==> config.mk <==
export PLATFORM = sky130hd
export DESIGN_NAME = cr_logic_unit
export DESIGN_NICKNAME = d
export VERILOG_FILES = /design/src/rtl/cr_pkg.sv /design/src/rtl/cr_bool_op.sv /design/src/rtl/cr_next_state.sv /design/src/rtl/cr_logic_unit.sv
export SDC_FILE = /design/constraint.sdc
export NUM_CORES = 1
export LEC_CHECK = 0
export ABC_AREA = 1
export BUFFER_PORTS_ARGS = -buffer_cell sky130_fd_sc_hd__buf_2
export CAP_MARGIN = 25
export CELL_PAD_IN_SITES_DETAIL_PLACEMENT = 1
export CELL_PAD_IN_SITES_GLOBAL_PLACEMENT = 2
export CORE_MARGIN = 4
export CORE_UTILIZATION = 28
export DETAILED_ROUTE_END_ITERATION = 6
export PLACE_DENSITY_LB_ADDON = 0.05
export SLEW_MARGIN = 20
export SYNTH_ARGS = -nofsm -noshare
export SYNTH_HDL_FRONTEND = slang
export SYNTH_SLANG_ARGS = --single-unit
==> constraint.sdc <==
create_clock -name clk -period 3.59 [get_ports clk]
set_input_delay 1.077 -clock clk [delete_from_list [all_inputs] [get_ports clk]]
set_output_delay 1.077 -clock clk [all_outputs]
set_load 0.05 [all_outputs]
==> src/rtl/cr_pkg.sv <==
// Shared types and index helpers for the condition register unit.
// Assumes the field width is a power of two and field 0 is the top nibble.
package cr_pkg;

    typedef enum logic [2:0] {
        CR_AND  = 3'd0,
        CR_OR   = 3'd1,
        CR_XOR  = 3'd2,
        CR_NAND = 3'd3,
        CR_NOR  = 3'd4,
        CR_EQV  = 3'd5,
        CR_ANDC = 3'd6,
        CR_ORC  = 3'd7
    } cr_func_e;

    // Lowest register position of field f.
    function automatic int field_base(input int f, input int nf, input int fw);
        return (nf - 1 - f) * fw;
    endfunction

    // Register position of condition bit index idx.
    function automatic int bit_pos(input int idx, input int nf, input int fw);
        return field_base(idx / fw, nf, fw) + (idx % fw);
    endfunction

endpackage

==> src/rtl/cr_bool_op.sv <==
// Two-input Boolean function of two condition bits.
// Assumes both inputs are already selected from the pre-edge register.
module cr_bool_op
    import cr_pkg::*;
(
    input  logic     a,
    input  logic     b,
    input  cr_func_e fn,
    output logic     y
);

    // Evaluate the selected function.
    always_comb begin
        unique case (fn)
            CR_AND:  y = a & b;
            CR_OR:   y = a | b;
            CR_XOR:  y = a ^ b;
            CR_NAND: y = ~(a & b);
            CR_NOR:  y = ~(a | b);
            CR_EQV:  y = ~(a ^ b);
            CR_ANDC: y = a & ~b;
            CR_ORC:  y = a | ~b;
            default: y = 1'b0;
        endcase
    end

endmodule

==> src/rtl/cr_next_state.sv <==
// Builds the next condition register value field by field.
// A logical op or copy that targets a field suppresses a same-cycle update of it.
// Assumes FW >= 2 and a power of two.
module cr_next_state #(
    parameter int NFIELD = 8,
    parameter int FW     = 4,
    localparam int CR_W   = NFIELD * FW,
    localparam int IDX_W  = $clog2(CR_W),
    localparam int FSEL_W = $clog2(NFIELD)
) (
    input  logic [CR_W-1:0]   cr_q,
    input  logic              upd_valid,
    input  logic [FSEL_W-1:0] upd_field,
    input  logic [FW-1:0]     upd_flags,
    input  logic              lop_valid,
    input  logic              lop_copy,
    input  logic [IDX_W-1:0]  lop_dst,
    input  logic [FW-1:0]     src_nib,
    input  logic              bit_res,
    output logic [CR_W-1:0]   cr_d
);

    localparam int FB = $clog2(FW);

    logic [FSEL_W-1:0] dst_field;
    logic [FB-1:0]     dst_bit;

    assign dst_field = lop_dst[IDX_W-1:FB];
    assign dst_bit   = lop_dst[FB-1:0];

    for (genvar f = 0; f < NFIELD; f++) begin : g_fld
        localparam int BASE = (NFIELD - 1 - f) * FW;
        logic          lop_hit;
        logic          upd_hit;
        logic [FW-1:0] nxt;

        assign lop_hit = lop_valid && (dst_field == FSEL_W'(f));
        assign upd_hit = upd_valid && (upd_field == FSEL_W'(f)) && !lop_hit;

        // Merge update, copy or single-bit result into this field.
        always_comb begin
            nxt = cr_q[BASE +: FW];
            if (upd_hit) nxt = upd_flags;
            if (lop_hit) begin
                if (lop_copy) nxt = src_nib;
                else          nxt[dst_bit] = bit_res;
            end
        end

        assign cr_d[BASE +: FW] = nxt;
    end

endmodule

==> src/rtl/cr_logic_unit.sv <==
// Condition register logical unit: owns the register, selects source bits,
// and serves the branch read port from the registered value.
// Assumes all indices are in range (true when NFIELD*FW is a power of two).
module cr_logic_unit
    import cr_pkg::*;
#(
    parameter int NFIELD = 8,
    parameter int FW     = 4,
    localparam int CR_W   = NFIELD * FW,
    localparam int IDX_W  = $clog2(CR_W),
    localparam int FSEL_W = $clog2(NFIELD)
) (
    input  logic              clk,
    input  logic              rst_n,
    input  logic              upd_valid,
    input  logic [FSEL_W-1:0] upd_field,
    input  logic [FW-1:0]     upd_flags,
    input  logic              lop_valid,
    input  logic              lop_copy,
    input  logic [2:0]        lop_func,
    input  logic [IDX_W-1:0]  lop_src_a,
    input  logic [IDX_W-1:0]  lop_src_b,
    input  logic [IDX_W-1:0]  lop_dst,
    input  logic [FSEL_W-1:0] rd_field,
    output logic [FW-1:0]     rd_flags,
    output logic [CR_W-1:0]   br_cr
);

    localparam int FB = $clog2(FW);

    logic [CR_W-1:0]  cr_q;
    logic [CR_W-1:0]  cr_d;
    logic [IDX_W-1:0] pos_a;
    logic [IDX_W-1:0] pos_b;
    logic [IDX_W-1:0] src_base;
    logic [IDX_W-1:0] rd_base;
    logic             bit_res;

    assign pos_a    = IDX_W'(bit_pos(int'(lop_src_a), NFIELD, FW));
    assign pos_b    = IDX_W'(bit_pos(int'(lop_src_b), NFIELD, FW));
    assign src_base = IDX_W'(field_base(int'(lop_src_a[IDX_W-1:FB]), NFIELD, FW));
    assign rd_base  = IDX_W'(field_base(int'(rd_field), NFIELD, FW));

    cr_bool_op u_op (
        .a  (cr_q[pos_a]),
        .b  (cr_q[pos_b]),
        .fn (cr_func_e'(lop_func)),
        .y  (bit_res)
    );

    cr_next_state #(.NFIELD(NFIELD), .FW(FW)) u_nxt (
        .cr_q      (cr_q),
        .upd_valid (upd_valid),
        .upd_field (upd_field),
        .upd_flags (upd_flags),
        .lop_valid (lop_valid),
        .lop_copy  (lop_copy),
        .lop_dst   (lop_dst),
        .src_nib   (cr_q[src_base +: FW]),
        .bit_res   (bit_res),
        .cr_d      (cr_d)
    );

    // Hold the condition register; clear on reset.
    always_ff @(posedge clk) begin
        if (!rst_n) cr_q <= '0;
        else        cr_q <= cr_d;
    end

    assign br_cr    = cr_q;
    assign rd_flags = cr_q[rd_base +: FW];

endmodule

=== Yosys cells after proc, flatten, opt, wreduce, memory -nomap -nowiden ===
Index checks and enable logic that the tools add are counted.

* Register bits: 32
* Output and inout bits: 36
* Bits of input ports: 33
* Word-level logic and storage cells: 117

* Bitwise gates (word level): 9
* Shift operators: 2
* Magnitude comparators: 4
* Equal/unequal tests: 21
* $add $sub $neg: 5
* Multiplexer cells: 39
* Reduce and logical (&&, ||, !) cells: 36

{| class="wikitable"
|+ Operator list
! operator !! number
|-
| 2-to-1 mux 4 bit || 24
|-
| indexed part select 32 x 6 -> 4 bit || 2
|-
| equality test 3 bit, second input constant || 12
|-
| bitwise mux 4 bit || 8
|-
| logical AND 1 bit || 25
|-
| equality test 3 x 2 -> 1 bit, second input constant || 6
|-
| < comparator 5 x 6 -> 1 bit, second input constant || 2
|-
| adder 5 x 3 -> 5 bit || 2
|-
| binary-select mux 1 bit (select 5 bit) || 2
|-
| equality test 3 x 1 -> 1 bit, second input constant || 3
|-
| zero test 3 bit || 3
|-
| subtractor 3 bit, first input constant || 3
|-
| zero test 1 bit || 8
|-
| case mux 1 bit (8 select lines) || 1
|-
| inverter 1 bit || 4
|-
| < comparator 2 x 3 -> 1 bit, second input constant || 1
|-
| 2-to-1 mux 1 bit || 3
|-
| AND 1 bit || 2
|-
| demux 1 bit (select 2 bit) || 1
|-
| greater-or-equal comparator 2 x 1 -> 1 bit, second input constant || 1
|-
| OR 1 bit || 2
|-
| XOR 1 bit || 1
|}

=== Longest topological paths before layout ===
Gate-level depths: netlist of the first run.

* Depth after elaboration: 10
* Depth in mapped cells: 21
* Gate-level depth less buffers: 19

=== Cells and area by module ===
A second synthesis of the first run with hierarchy kept.

* Cells, all modules: 706
* Area total of the unflattened synthesis: 3,538.4 um^2

{| class="wikitable"
|+ By module, submodules not included
! module !! area an instance (um^2) !! times used !! sequential area each (um^2) !! cells an instance
|-
| cr_logic_unit || 2,150.8 || 1 || 640.6 || 378
|-
| cr_next_state || 1,239.9 || 1 || 0.0 || 300
|-
| cr_bool_op || 147.6 || 1 || 0.0 || 28
|}

=== Worst setup path after synthesis of the first run ===
Ideal clock, no wire load.

* Path kind: input to output
* Start point: in rd_field[1]
* End point: out rd_flags[0]
* Slack: 59 ps
* Arrival time: 2,454 ps
* Stages: 7
* Cells stage by stage: buf_2 > inv_1 > a21oi_1 > o21ai_0 > nand2_1 > nor2_1 > a31oi_1

* Word-level cells in the longest chain between the ends: 2

{| class="wikitable"
|+ RTL lines
! what !! line !! RTL
|-
| from (decl) || cr_logic_unit.sv:24 || <nowiki>input logic [FSEL_W-1:0] rd_field,</nowiki>
|-
| subtractor 3 bit || cr_pkg.sv:18 || <nowiki>return (nf - 1 - f) * fw;</nowiki>
|-
| indexed part select 32 x 6 -> 4 bit || cr_logic_unit.sv:71 || <nowiki>assign rd_flags = cr_q[rd_base +: FW];</nowiki>
|-
| to (decl) || cr_logic_unit.sv:25 || <nowiki>output logic [FW-1:0] rd_flags,</nowiki>
|}

Every way passes these cells.

=== Worst setup path after layout of the first run ===
* Start point: in lop_src_b[0]
* End point: reg cr_q[29], in the netlist br_cr[29]

* Word-level cells in the longest chain between the ends: 9

{| class="wikitable"
|+ RTL lines
! what !! line !! RTL
|-
| from (decl) || cr_logic_unit.sv:22 || <nowiki>input logic [IDX_W-1:0] lop_src_b,</nowiki>
|-
| adder 5 x 3 -> 5 bit (*) || cr_pkg.sv:23 || <nowiki>return field_base(idx / fw, nf, fw) + (idx % fw);</nowiki>
|-
| binary-select mux 1 bit (select 5 bit) (*) || cr_logic_unit.sv:46 || <nowiki>.b (cr_q[pos_b]),</nowiki>
|-
| 2-to-1 mux 1 bit (implied by the code) (*) || cr_logic_unit.sv:46 ||
|-
| inverter 1 bit, or another cell as far along || cr_bool_op.sv:21, cr_bool_op.sv:22 ||
|-
| OR 1 bit, or another cell as far along || cr_bool_op.sv:22 || <nowiki>CR_ORC: y = a | ~b;</nowiki>
|-
| case mux 1 bit (8 select lines) (*) || cr_bool_op.sv:14 || <nowiki>unique case (fn)</nowiki>
|-
| bitwise mux 4 bit (*) || cr_next_state.sv:46 || <nowiki>else nxt[dst_bit] = bit_res;</nowiki>
|-
| 2-to-1 mux 4 bit (*) || cr_next_state.sv:45 || <nowiki>if (lop_copy) nxt = src_nib;</nowiki>
|-
| 2-to-1 mux 4 bit (*) || cr_next_state.sv:44 || <nowiki>if (lop_hit) begin</nowiki>
|-
| to (signal assigned) || cr_logic_unit.sv:67 || <nowiki>else cr_q <= cr_d;</nowiki>
|-
| to (decl) || cr_logic_unit.sv:31 || <nowiki>logic [CR_W-1:0] cr_q;</nowiki>
|}

Every way passes the cells marked *; elsewhere a longest branch is shown, timed or not. The select of a mux whose other input is x is not followed.
A chain may end at the register's enable or synchronous reset.

==> results of run 1 <==
-- cells by family (layout without fill, tap and decap cells) --
logic type,count (synthesis),in the layout
AO/OA/AOI/OAI,100,100
adder cells (fa/ha/maj),4,4
buffers and inverters,132,209
flip-flops,32,32
AND/OR/NAND/NOR,488,488
-- critical path, delay by kind of cell --
family / cells / cell delay, ns
and+or+nand+nor: 14 / 1.47
AOI/OAI and AO/OA: 1 / 0.24
adders and majority gates: 1 / 0.30
buffers and inverters: 4 / 0.49
-- power breakdown --
part | total [mW] | switching, mW | internal, mW | leakage (nW)
clock | 0.444 | 0.188 | 0.256 | 0.0736
combinational | 0.598 | 0.426 | 0.172 | 2.38
sequential | 0.425 | 0.0479 | 0.377 | 0.262
total | 1.47 | 0.662 | 0.805 | 2.71
-- per-stage QoR --
| stage | total power [mW] | setup slack, ns | util (%) | TNS, ns |
|---|---|---|---|---|
| CTS | 1.48 | 0.137 | 34.0 | 0 |
| detailed placement | 1.02 | -0.0900 | 33.0 | -0.823 |
| floorplan | 0.799 | 0.0594 | - | 0 |
| global placement | 1.02 | -0.0444 | 33.0 | -0.112 |
| finish | 1.47 | 0.193 | 34.1 | 0 |
| global route | 1.55 | -0.132 | 34.1 | -1.15 |
-- final timing paths --
path | from | end | slack (ns) | cells past startpoint
min reg2reg | br_cr[11]$_SDFF_PN0_ | br_cr[11]$_SDFF_PN0_ | 0.87 | 6
max reg2reg | br_cr[18]$_SDFF_PN0_ | br_cr[29]$_SDFF_PN0_ | 0.78 | 18
min | br_cr[11]$_SDFF_PN0_ | br_cr[11]$_SDFF_PN0_ | 0.87 | 6
max | lop_src_b[0] | br_cr[29]$_SDFF_PN0_ | 0.19 | 20
-- cell type report --
class	count	share of cell area (%)
clock buffer	5	2.64
clock inverter	3	0.396
inverter	110	8.82
multi-input combinational	592	58.9
sequential	32	13.5
tap	180	4.75
timing repair buffer	91	11.0
-- metal layers --
layer	GRT usage [%]	routed length (um)	up-vias
met5	0	0	-
met4	6.25	400	0
met3	4.80	1320	31
met2	41.3	9240	171
met1	38.5	10400	2508
li1	-	-	2557
-- cells in the final DEF (no fill, tap or decap) --
| cell | synthesis | routed |
|---|---|---|
| nand3_1 | 139 | 139 |
| and2_0 | 1 | 1 |
| a21oi_2 | 0 | 1 |
| buf_4 | 4 | 23 |
| nand3b_2 | 1 | 1 |
| clkinv_4 | 0 | 1 |
| inv_2 | 10 | 10 |
| buf_2 | 11 | 65 |
| o21ai_0 | 13 | 13 |
| a21oi_1 | 48 | 47 |
| o21ai_1 | 35 | 35 |
| dfxtp_1 | 32 | 32 |
| nand2_2 | 7 | 7 |
| clkinv_1 | 1 | 1 |
| inv_4 | 2 | 2 |
| a31oi_1 | 4 | 4 |
| clkbuf_16 | 0 | 5 |
| nand3_2 | 9 | 9 |
| clkinv_2 | 0 | 2 |
| nand2_1 | 281 | 281 |
| nor2_4 | 7 | 7 |
| clkbuf_4 | 0 | 3 |
| nor2_1 | 8 | 8 |
| inv_1 | 97 | 97 |
| nor2_2 | 4 | 4 |
| ha_1 | 4 | 4 |
| and2_1 | 31 | 31 |
==> impl_results.md, run 1 <==
- Status: finished, final reports clean
- Synth Instances: 756
- Hold Path Class: reg -> reg
- EDFF count, synth: 0
- Cell Count, Final, Fillers Out: 1013
- Largest family of logic cells by synthesized area: simple AND/OR/NAND/NOR gates
- Io pins: 69
- Total wire length: 21400 um
- CP Class: in -> reg
- Vias per std cell: 5.20
- WP data required: 3.78 ns
- Post-cts sizing count: 0
- Post-synthesis sequential area ratio: 16.2%
- Max Cap Viol: 0
- Die area: 0.0161 mm2
- CORE AREA: 0.0139 mm2
- DP HPWL: 16600 um
- Grt ovf: 0
- DR WL/cell: 21.1 um
- Pin count of the biggest net entering global routing: 33
- Slew Limit Fails: 0
- Final Hold Slack: 0.869 ns
- Top cell type's share of synthesized area: 26.7%
- Dpl cell area: 0.00458 mm2
- Filler instances: 1969
- Setup Buffers After CTS: 0
- Layout cells sized above 1: 16.8%
- First-pass GRT wire length: 32700 um
- Post-synthesis mux area share: 0%
- Max clock buf depth: 2
- Top-count cell post-synth: nand2_1
- Compound-Gate Fraction of Synth Area: 12.8%
- Post-Synth Adder-Cell Area: 1.27%
- # diodes: 0
- # DRC: 0
- Fmax achieved: 294 MHz
- Clock transition at path regs: 0.06 ns
- Distinct cells, synth: 23
- Post-placement cell count: 1005
- GRT Resource Usage Total: 26.7%
- Ys Warns: 0
- Die extent in y: 127 um
- Crit path DAT: 3.59 ns
- # hold bufs at CTS: 0
- Vias in the first global route: 5275
- Critical-path cell list: clkbuf_4 > inv_4 > nand2_1 > nand3_1 > nand3_1 > nand2_1 > nand2_1 > nand2_1 > nand2_1 > nand2_1 > inv_2 > ha_1 > inv_1 > nand2_1 > nand3_1 > nand3_2 > nand3_2 > nand2_1 > nand2_1 > a21oi_1
- Final #Nets: 869
- Startpoint type of the worst setup path: primary input
- Slew headroom: 54.2%
- Synth Area in XOR/XNOR: 0%
- Most area-hungry cell type in the Yosys netlist: nand2_1
- VDD IR max: 128 uV
- Worst-margin pin slew: 0.686 ns
- Die X: 127 um
- Slowest CP cell: ha_1
- Antenna Nets Post-Route: 0
- GP Congestion: 0.930
- Starting DRT DRC Count: 399
- Synth cell count leaders: nand2_1, nand3_1, inv_1
- Area growth syn-to-layout: 19.8%
- Max FFs per register: 32
- Clk_lat worst skew: 0.30 ns
- Num CTS Buffers: 5
- Leakage: 2.71 nW
- Port bufs: 68
- Via count: 5267
- Async S/R FF share, synth: 0%
- Largest cells by area after synthesis: nand2_1, nand3_1, dfxtp_1
- Std-Cell Rows: 43
- Pre-antenna DRT Iters: 5
- Clock root buffer: clkbuf_16
- Initial antenna violation count: 0
- Syn Nets: 793
- CTS tree: yes
- Synth Area in Simple Gates: 56.4%
- Syn Area/Cell: 5.23 um2
- CP peak stage delay: 0.30 ns
- Final period util: 94.6%
- Post-Syn Area: 0.00396 mm2
- Worst Clk Skew: 0.0110 ns
- Initial Utilization: 28.5%
- Area of the multi-input gates: 0.00279 mm2
- Final Hold Viols: 0
- RSZ-0062 raised after global routing: yes
- Final std cell area, no fill: 0.00474 mm2
- Sinks on Clock Net: 32
- Synth Flop Type: dfxtp_1
- Register Area: 641 um2
- CP Capture Type: flop
- PD cells: 310 mW/mm2
- Min Clock Period, post-route: 3.40 ns
- Crit-path most repeated cell: nand2_1
- # setup viols final: 0
- H-tree Lvls: 2
- CP max FO: 17
- Yosys reg bits: 32
Power figures use the tool's default switching activity.
==> run 2, diff against run 1 <==
--- a/config.mk
+++ b/config.mk
@@ -14,7 +14,7 @@
 export CORE_UTILIZATION = 28
 export DETAILED_ROUTE_END_ITERATION = 6
 export PLACE_DENSITY_LB_ADDON = 0.05
-export SLEW_MARGIN = 20
+export SETUP_SLACK_MARGIN = 0.5
 export SYNTH_ARGS = -nofsm -noshare
 export SYNTH_HDL_FRONTEND = slang
 export SYNTH_SLANG_ARGS = --single-unit
==> impl_results.md, run 2 (synthesis gave the netlist of run 1 again) <==
- Status: finished, final reports clean
- DP HPWL: 15900 um (-4.1%)
- Pre-CTS WS: 0.0271 ns (+0.117 ns)
- Clock share of power: 28.9% (-1.4 points)
- RSZ-0062 raised after global routing: yes
- Initial antenna violation count: 0 (unchanged)
- P_sw: 0.691 mW (+4.3%)
- Dpl cell area: 0.00459 mm2 (+0.11%)
- DR WL/cell: 20.9 um (-0.94%)
- Post-placement cell count: 996 (-0.90%)
- Fin util: 37.2% (+3.1 points)
- H-tree Lvls: 2 (unchanged)
- Die extent in y: 127 um (unchanged)
- # diodes: 0 (unchanged)
- Max FFs per register: 32 (unchanged)
- Grt ovf: 0 (unchanged)
- GRT Resource Usage Total: 26.5% (-0.23 points)
- CP max FO: 16 (-1)
- Sinks on Clock Net: 32 (unchanged)
- Most frequent cells in the layout: nand2_1, nand3_1, inv_1
- Pin count of the biggest net entering global routing: 33 (unchanged)
- GP Congestion: 0.888 (-4.5%)
- Clock root buffer: clkbuf_16
- Antenna Nets Post-Route: 0 (unchanged)
- Slew Limit Fails: 0 (unchanged)
- Pwr Total: 1.53 mW (+4.3%)
- Crit path DAT: 1.97 ns (-1.62 ns)
- Max Cap Viol: 0 (unchanged)
- Hold Path Class: reg -> reg
- Layout cells sized above 1: 23.0% (+6.2 points)
- Initial Utilization: 28.5% (unchanged)
- Reg power frac: 28.0% (-1.0 points)
- Pre-antenna DRT Iters: 5 (unchanged)
- Cell Count, Final, Fillers Out: 1011 (-0.20%)
- Die X: 127 um (unchanged)
- First-pass GRT wire length: 32700 um (about the same)
- Setup slack after layout: 0.543 ns (+0.350 ns)
- Setup TNS: 0 ns (unchanged)
- Final std cell area, no fill: 0.00516 mm2 (+9.0%)
- Num CTS Buffers: 5 (unchanged)
- CORE AREA: 0.0139 mm2 (unchanged)
- Fmax achieved: 328 MHz (+11%)
- Starting DRT DRC Count: 416 (+4.3%)
- P_int: 0.839 mW (+4.2%)
- Leakage: 2.80 nW (+3.2%)
- Min Clock Period, post-route: 3.05 ns (-0.350 ns)
- Clk_lat worst skew: 0.30 ns (about the same)
- Io pins: 69 (unchanged)
- Worst Clk Skew: 0.0166 ns (+0.00563 ns)
- Final #Nets: 867 (-0.23%)
- Total wire length: 21100 um (-1.1%)
- CP Capture Type: output pin
- Vias in the first global route: 5655 (+7.2%)
- Logic pwr share: 43.0% (+2.3 points)
- Std-Cell Rows: 43 (unchanged)
- CP Class: in -> out
- Via count: 5420 (+2.9%)
- PD cells: 296 mW/mm2 (-4.4%)
- # DRC: 0 (unchanged)
- Vias per std cell: 5.36 (+3.1%)
- Clock transition at path regs: 0.06 ns (about the same)
- Area growth syn-to-layout: 30.6%
- WP data required: 2.51 ns (-1.27 ns)
- Final Hold Viols: 0 (unchanged)
- CTS tree: yes
- Port bufs: 68 (unchanged)
- Final period util: 84.9% (-9.7 points)
- Switching share of power: 45.1% (about the same)
- VDD IR max: 215 uV (+69%)
- Max clock buf depth: 2 (unchanged)
- Startpoint type of the worst setup path: primary input
- Die area: 0.0161 mm2 (unchanged)
- Slew headroom: 53.0% (-1.2 points)
- Commonest non-fill, non-tap cell in the layout: nand2_1
- Worst-margin pin slew: 0.705 ns (+0.0183 ns)
- # setup viols final: 0 (unchanged)
- Final Hold Slack: 0.844 ns (-0.0253 ns)
- # hold bufs at CTS: 0 (unchanged)
==> run 2: cell count changes in the layout (fill, tap and decap cells not counted), moves of 5 or more <==
cell / previous run / this run
nand3_2: 9 / 24
nand2_2: 7 / 15
a21oi_1: 47 / 34
nand2_1: 281 / 273
inv_1: 97 / 91
nand3_4: 0 / 5
buf_2: 65 / 58
a21oi_2: 1 / 14
buf_4: 23 / 15
nand3_1: 139 / 119
buf_6: 0 / 7
==> run 2: repair_timing <==
action | CTS | global route
gates cloned | 2 | 1
buffers inserted | 0 | 4
setup endpoints to repair | 34 | 36
pin swaps | 0 | 36
endpoints found under the hold margin | 0 | 0
resized for setup | 29 | 68
==> run 2: worst max-delay path: stages <==
cell and delay (ns):
buf_12 0.12, inv_8 0.10, a21oi_2 0.06, o21ai_1 0.10
nand2_1 0.08, nor2_1 0.19, a31oi_4 0.05, buf_6 0.17
==> run 2: final timing paths <==
path / from / endpoint / slack (ns) / cells past startpoint
setup / recovery: rd_field[0] / rd_flags[0] / 0.54 / 8
hold / removal: br_cr[15]$_SDFF_PN0_ / br_cr[15]$_SDFF_PN0_ / 0.84 / 6
setup reg to reg: br_cr[18]$_SDFF_PN0_ / br_cr[6]$_SDFF_PN0_ / 1.06 / 19
hold reg to reg: br_cr[15]$_SDFF_PN0_ / br_cr[15]$_SDFF_PN0_ / 0.84 / 6
==> run 2: layer usage <==
| metal | global-route usage [%] | vias up | wire (um) | share of wire, % |
|---|---|---|---|---|
| li1 | - | 2557 | - | - |
| met3 | 4.29 | 48 | 1440 | 6.8 |
| met4 | 9.91 | 0 | 794 | 3.8 |
| met1 | 37.3 | 2623 | 9800 | 46 |
| met2 | 40.5 | 192 | 9090 | 43 |
| met5 | 0 | - | 0 | 0 |
==> run 2: final cells by class <==
| type | count | area [um2] |
|---|---|---|
| Inverter | 110 | 444 |
| Multi-Input combinational cell | 592 | 3090 |
| Timing Repair inverter | 2 | 15.0 |
| Clock buffer | 5 | 125 |
| Clock inverter | 3 | 18.8 |
| Timing Repair Buffer | 87 | 607 |
| Tap cell | 180 | 225 |
| Sequential cell | 32 | 641 |
| Fill cell | 1900 | 8720 |
==> run 2: power groups by stage <==
| stage | Combinational, mW | Clock (mW) | Sequential, mW |
|---|---|---|---|
| floorplan | 0.329 | 0 | 0.481 |
| global placement | 0.574 | 0 | 0.435 |
| detailed placement | 0.585 | 0 | 0.434 |
| CTS | 0.609 | 0.450 | 0.426 |
| global route | 0.723 | 0.463 | 0.429 |
| finish | 0.658 | 0.443 | 0.429 |
==> run 3, diff against run 2 <==
--- a/config.mk
+++ b/config.mk
@@ -5,13 +5,13 @@
 export SDC_FILE = /design/constraint.sdc
 export NUM_CORES = 1
 export LEC_CHECK = 0
-export ABC_AREA = 1
+export ABC_AREA = 0
 export BUFFER_PORTS_ARGS = -buffer_cell sky130_fd_sc_hd__buf_2
 export CAP_MARGIN = 25
 export CELL_PAD_IN_SITES_DETAIL_PLACEMENT = 1
 export CELL_PAD_IN_SITES_GLOBAL_PLACEMENT = 2
 export CORE_MARGIN = 4
-export CORE_UTILIZATION = 28
+export CORE_UTILIZATION = 34
 export DETAILED_ROUTE_END_ITERATION = 6
 export PLACE_DENSITY_LB_ADDON = 0.05
 export SETUP_SLACK_MARGIN = 0.5
==> constraint.sdc (replaced) <==
create_clock -name clk -period 3.1 [get_ports clk]
set_input_delay 0.93 -clock clk [delete_from_list [all_inputs] [get_ports clk]]
set_output_delay 0.93 -clock clk [all_outputs]
set_load 0.05 [all_outputs]
==> impl_results.md, run 3 <==
- CP peak stage delay: 0.51 ns (+0.32 ns)
- Io pins: 69 (unchanged)
- Synth cell count leaders: mux2_2, a31oi_1, a21oi_1, dfxtp_1, o21ai_0
- Max FFs per register: 32 (unchanged)
- Clk_lat worst skew: 0.29 ns (about the same)
- Area growth syn-to-layout: 37.7%
- Distinct cells, synth: 28 (+22%)
- Die area: 0.0104 mm2 (-35%)
- Post-placement cell count: 491 (-51%)
- Antenna Nets Post-Route: 0 (unchanged)
- Port bufs: 68 (unchanged)
- Met3 WL: 881 um (-39%)
- Final Hold Slack: 0.726 ns (-0.118 ns)
- Wire length on met1: 5860 um (-40%)
- DR WL/cell: 26.8 um (+28%)
- Setup TNS: -9.52 ns (-9.52 ns)
- Clock share of power: 29.4% (+0.5 points)
- Worst Clk Skew: 0.0119 ns (-0.00470 ns)
- Final #Nets: 429 (-51%)
- Crit path DAT: 3.67 ns (+1.70 ns)
- Vias in the first global route: 3264 (-42%)
- Setup slack after layout: -0.350 ns (-0.893 ns)
- CP Buf/Inv Count: 4 (+1)
- Critical-path cell list: buf_12 > mux4_2 > mux4_2 > mux2i_4 > inv_2 > ha_2 > mux2_4 > mux2i_4 > buf_12 > o2111ai_4 > buf_12 > a31oi_2
- Total wire length: 13400 um (-36%)
- Pin count of the biggest net entering global routing: 33 (unchanged)
- Initial antenna violation count: 0 (unchanged)
- Filler instances: 988 (-48%)
- Slowest CP cell: mux4_2
- Final std cell area, no fill: 0.00413 mm2 (-20%)
- Syn Nets: 326 (-59%)
- Sinks on Clock Net: 32 (unchanged)
- CP max FO: 8 (-8)
- Clock root buffer: clkbuf_8
- Async S/R FF share, synth: 0% (unchanged)
- Cell Count, Final, Fillers Out: 501 (-50%)
- Die X: 102 um (-20%)
- Leakage: 1.70 nW (-39%)
- Syn Area/Cell: 10.4 um2 (+98%)
- Logic pwr share: 38.3% (-4.7 points)
- PD cells: 337 mW/mm2 (+14%)
- Starting DRT DRC Count: 204 (-51%)
- CTS tree: yes
- Via count: 3145 (-42%)
- Startpoint type of the worst setup path: primary input
- Most area-hungry cell type in the Yosys netlist: dfxtp_1
- Post-synthesis sequential area ratio: 21.4% (+5.2 points)
- EDFF count, synth: 0 (unchanged)
- Crit-path most repeated cell: buf_12
- Ys Warns: 0 (unchanged)
- GP Congestion: 0.898 (+1.1%)
- Commonest non-fill, non-tap cell in the layout: buf_2
- Status: complete, but fails checks
- Synth Instances: 289 (-62%)
- Met2 WL: 6330 um (-30%)
- Yosys reg bits: 32 (unchanged)
- Worst-margin pin slew: 0.712 ns (+0.00695 ns)
- Max Cap Viol: 0 (unchanged)
- Top-count cell post-synth: mux2_2
- Top cell type's share of synthesized area: 21.4% (-5.3 points)
- # hold bufs at CTS: 0 (unchanged)
- VDD IR max: 140 uV (-35%)
- Grt ovf: 0 (unchanged)
- Post-Syn Area: 0.00300 mm2 (-24%)
- Switching share of power: 35.8% (-9.3 points)
- RSZ-0062 raised after global routing: yes
- CP top delay family: multiplexers
- CP Capture Type: flop
- Vias per std cell: 6.28 (+17%)
- P_int: 0.893 mW (+6.4%)
- Largest cells by area after synthesis: dfxtp_1, mux4_2, mux2_2
- DP HPWL: 10700 um (-33%)
- # DRC: 0 (unchanged)
- WP data required: 3.32 ns (+0.81 ns)
- Layout cells sized above 1: 55.7% (+33 points)
- Hold Path Class: reg -> reg
- H-tree Lvls: 2 (unchanged)
- Std-Cell Rows: 34 (-21%)
- Reg power frac: 32.3% (+4.3 points)
- Clock transition at path regs: 0.08 ns (+0.02 ns)
- Final Hold Viols: 0 (unchanged)
- Most frequent cells in the layout: buf_2, buf_4, mux2_2
- Slew Limit Fails: 0 (unchanged)
- Num CTS Buffers: 5 (unchanged)
- Initial Utilization: 34.7% (+6.3 points)
- Max clock buf depth: 2 (unchanged)
- # diodes: 0 (unchanged)
- Die extent in y: 102 um (-20%)
- Synth Flop Type: dfxtp_1
- CORE AREA: 0.00864 mm2 (-38%)
- # setup viols final: 32 (+32)
- Pre-antenna DRT Iters: 4 (-1)
- First-pass GRT wire length: 20200 um (-38%)
- Fmax achieved: 290 MHz
- Final period util: 111%
- CP Class: in -> reg
- Violated checks: setup timing
- Min Clock Period, post-route: 3.45 ns
- GRT Resource Usage Total: 26.5% (+0.044 points)
- Dpl cell area: 0.00383 mm2 (-17%)
- P_sw: 0.499 mW (-28%)
- Top sig layer: met4
- Slew headroom: 52.4% (-0.64 points)
==> run 3: area by class of cell <==
| cell class | instances | area [um2] | area share (%) |
|---|---|---|---|
| well taps | 108 | 135 | 3.27 |
| flip-flops and latches | 32 | 641 | 15.5 |
| clock inverters | 3 | 42.5 | 1.03 |
| clock buffers | 5 | 68.8 | 1.67 |
| inverters | 1 | 3.75 | 0.0909 |
| multi-input cells | 240 | 2460 | 59.5 |
| repair buffers | 112 | 782 | 18.9 |
==> run 3: what timing repair did <==
| item | in CTS | in global routing |
|---|---|---|
| resized for setup | 24 | 6 |
| endpoints found under the hold margin | 0 | 0 |
| setup buffers | 2 | 0 |
| gates cloned | 0 | 0 |
| pin swaps | 6 | 19 |
| setup endpoints to repair | 36 | 36 |
==> run 3: cells by family (layout without fill, tap and decap cells) <==
group	Yosys count	after routing	synth area share (%)
AO/OA/AOI/OAI	101	101	18.7
multiplexers	87	87	46.5
AND/OR/NAND/NOR	48	48	9.17
flip-flops	32	32	21.4
buffers and inverters	17	121	2.59
adder cells (fa/ha/maj)	4	4	1.67
==> run 3: layer usage <==
layer,GRT usage [%],up-vias
met5,0,-
met2,43.4,140
met4,7.77,0
met1,37.2,1582
li1,-,1399
met3,2.94,24
==> run 3: path summary, 6_finish.rpt <==
kind | to | startpoint | depth (start not counted) | slack [ns]
max | br_cr[30]$_SDFF_PN0_ | lop_src_a[0] | 12 | -0.35
min | br_cr[25]$_SDFF_PN0_ | br_cr[25]$_SDFF_PN0_ | 2 | 0.73
max reg2reg | br_cr[30]$_SDFF_PN0_ | br_cr[5]$_SDFF_PN0_ | 11 | 0.02
min reg2reg | br_cr[25]$_SDFF_PN0_ | br_cr[25]$_SDFF_PN0_ | 2 | 0.73
==> run 3: worst reg2reg max path: stages (launching register included) <==
cell and delay, ns:
dfxtp_1 0.41, mux4_2 0.49, mux4_2 0.51, mux2i_4 0.27, inv_2 0.07, ha_2 0.19
mux2_4 0.27, mux2i_4 0.16, buf_12 0.15, o2111ai_4 0.14, buf_12 0.18, a31oi_2 0.19
==> run 3: power groups by stage <==
stage	sequential (mW)	combinational, mW	clock (mW)
finish	0.450	0.533	0.409
global route	0.451	0.564	0.428
CTS	0.449	0.523	0.409
detailed placement	0.459	0.499	0
global placement	0.460	0.491	0
floorplan	0.536	0.238	0
==> run 3: through the flow <==
stage	utilization, %	worst slack [ns]	power, mW
floorplan	-	-0.382	0.774
global placement	44.3	-0.735	0.950
detailed placement	44.3	-0.841	0.958
CTS	47.1	-0.309	1.38
global route	47.8	-0.415	1.44
finish	47.8	-0.350	1.39
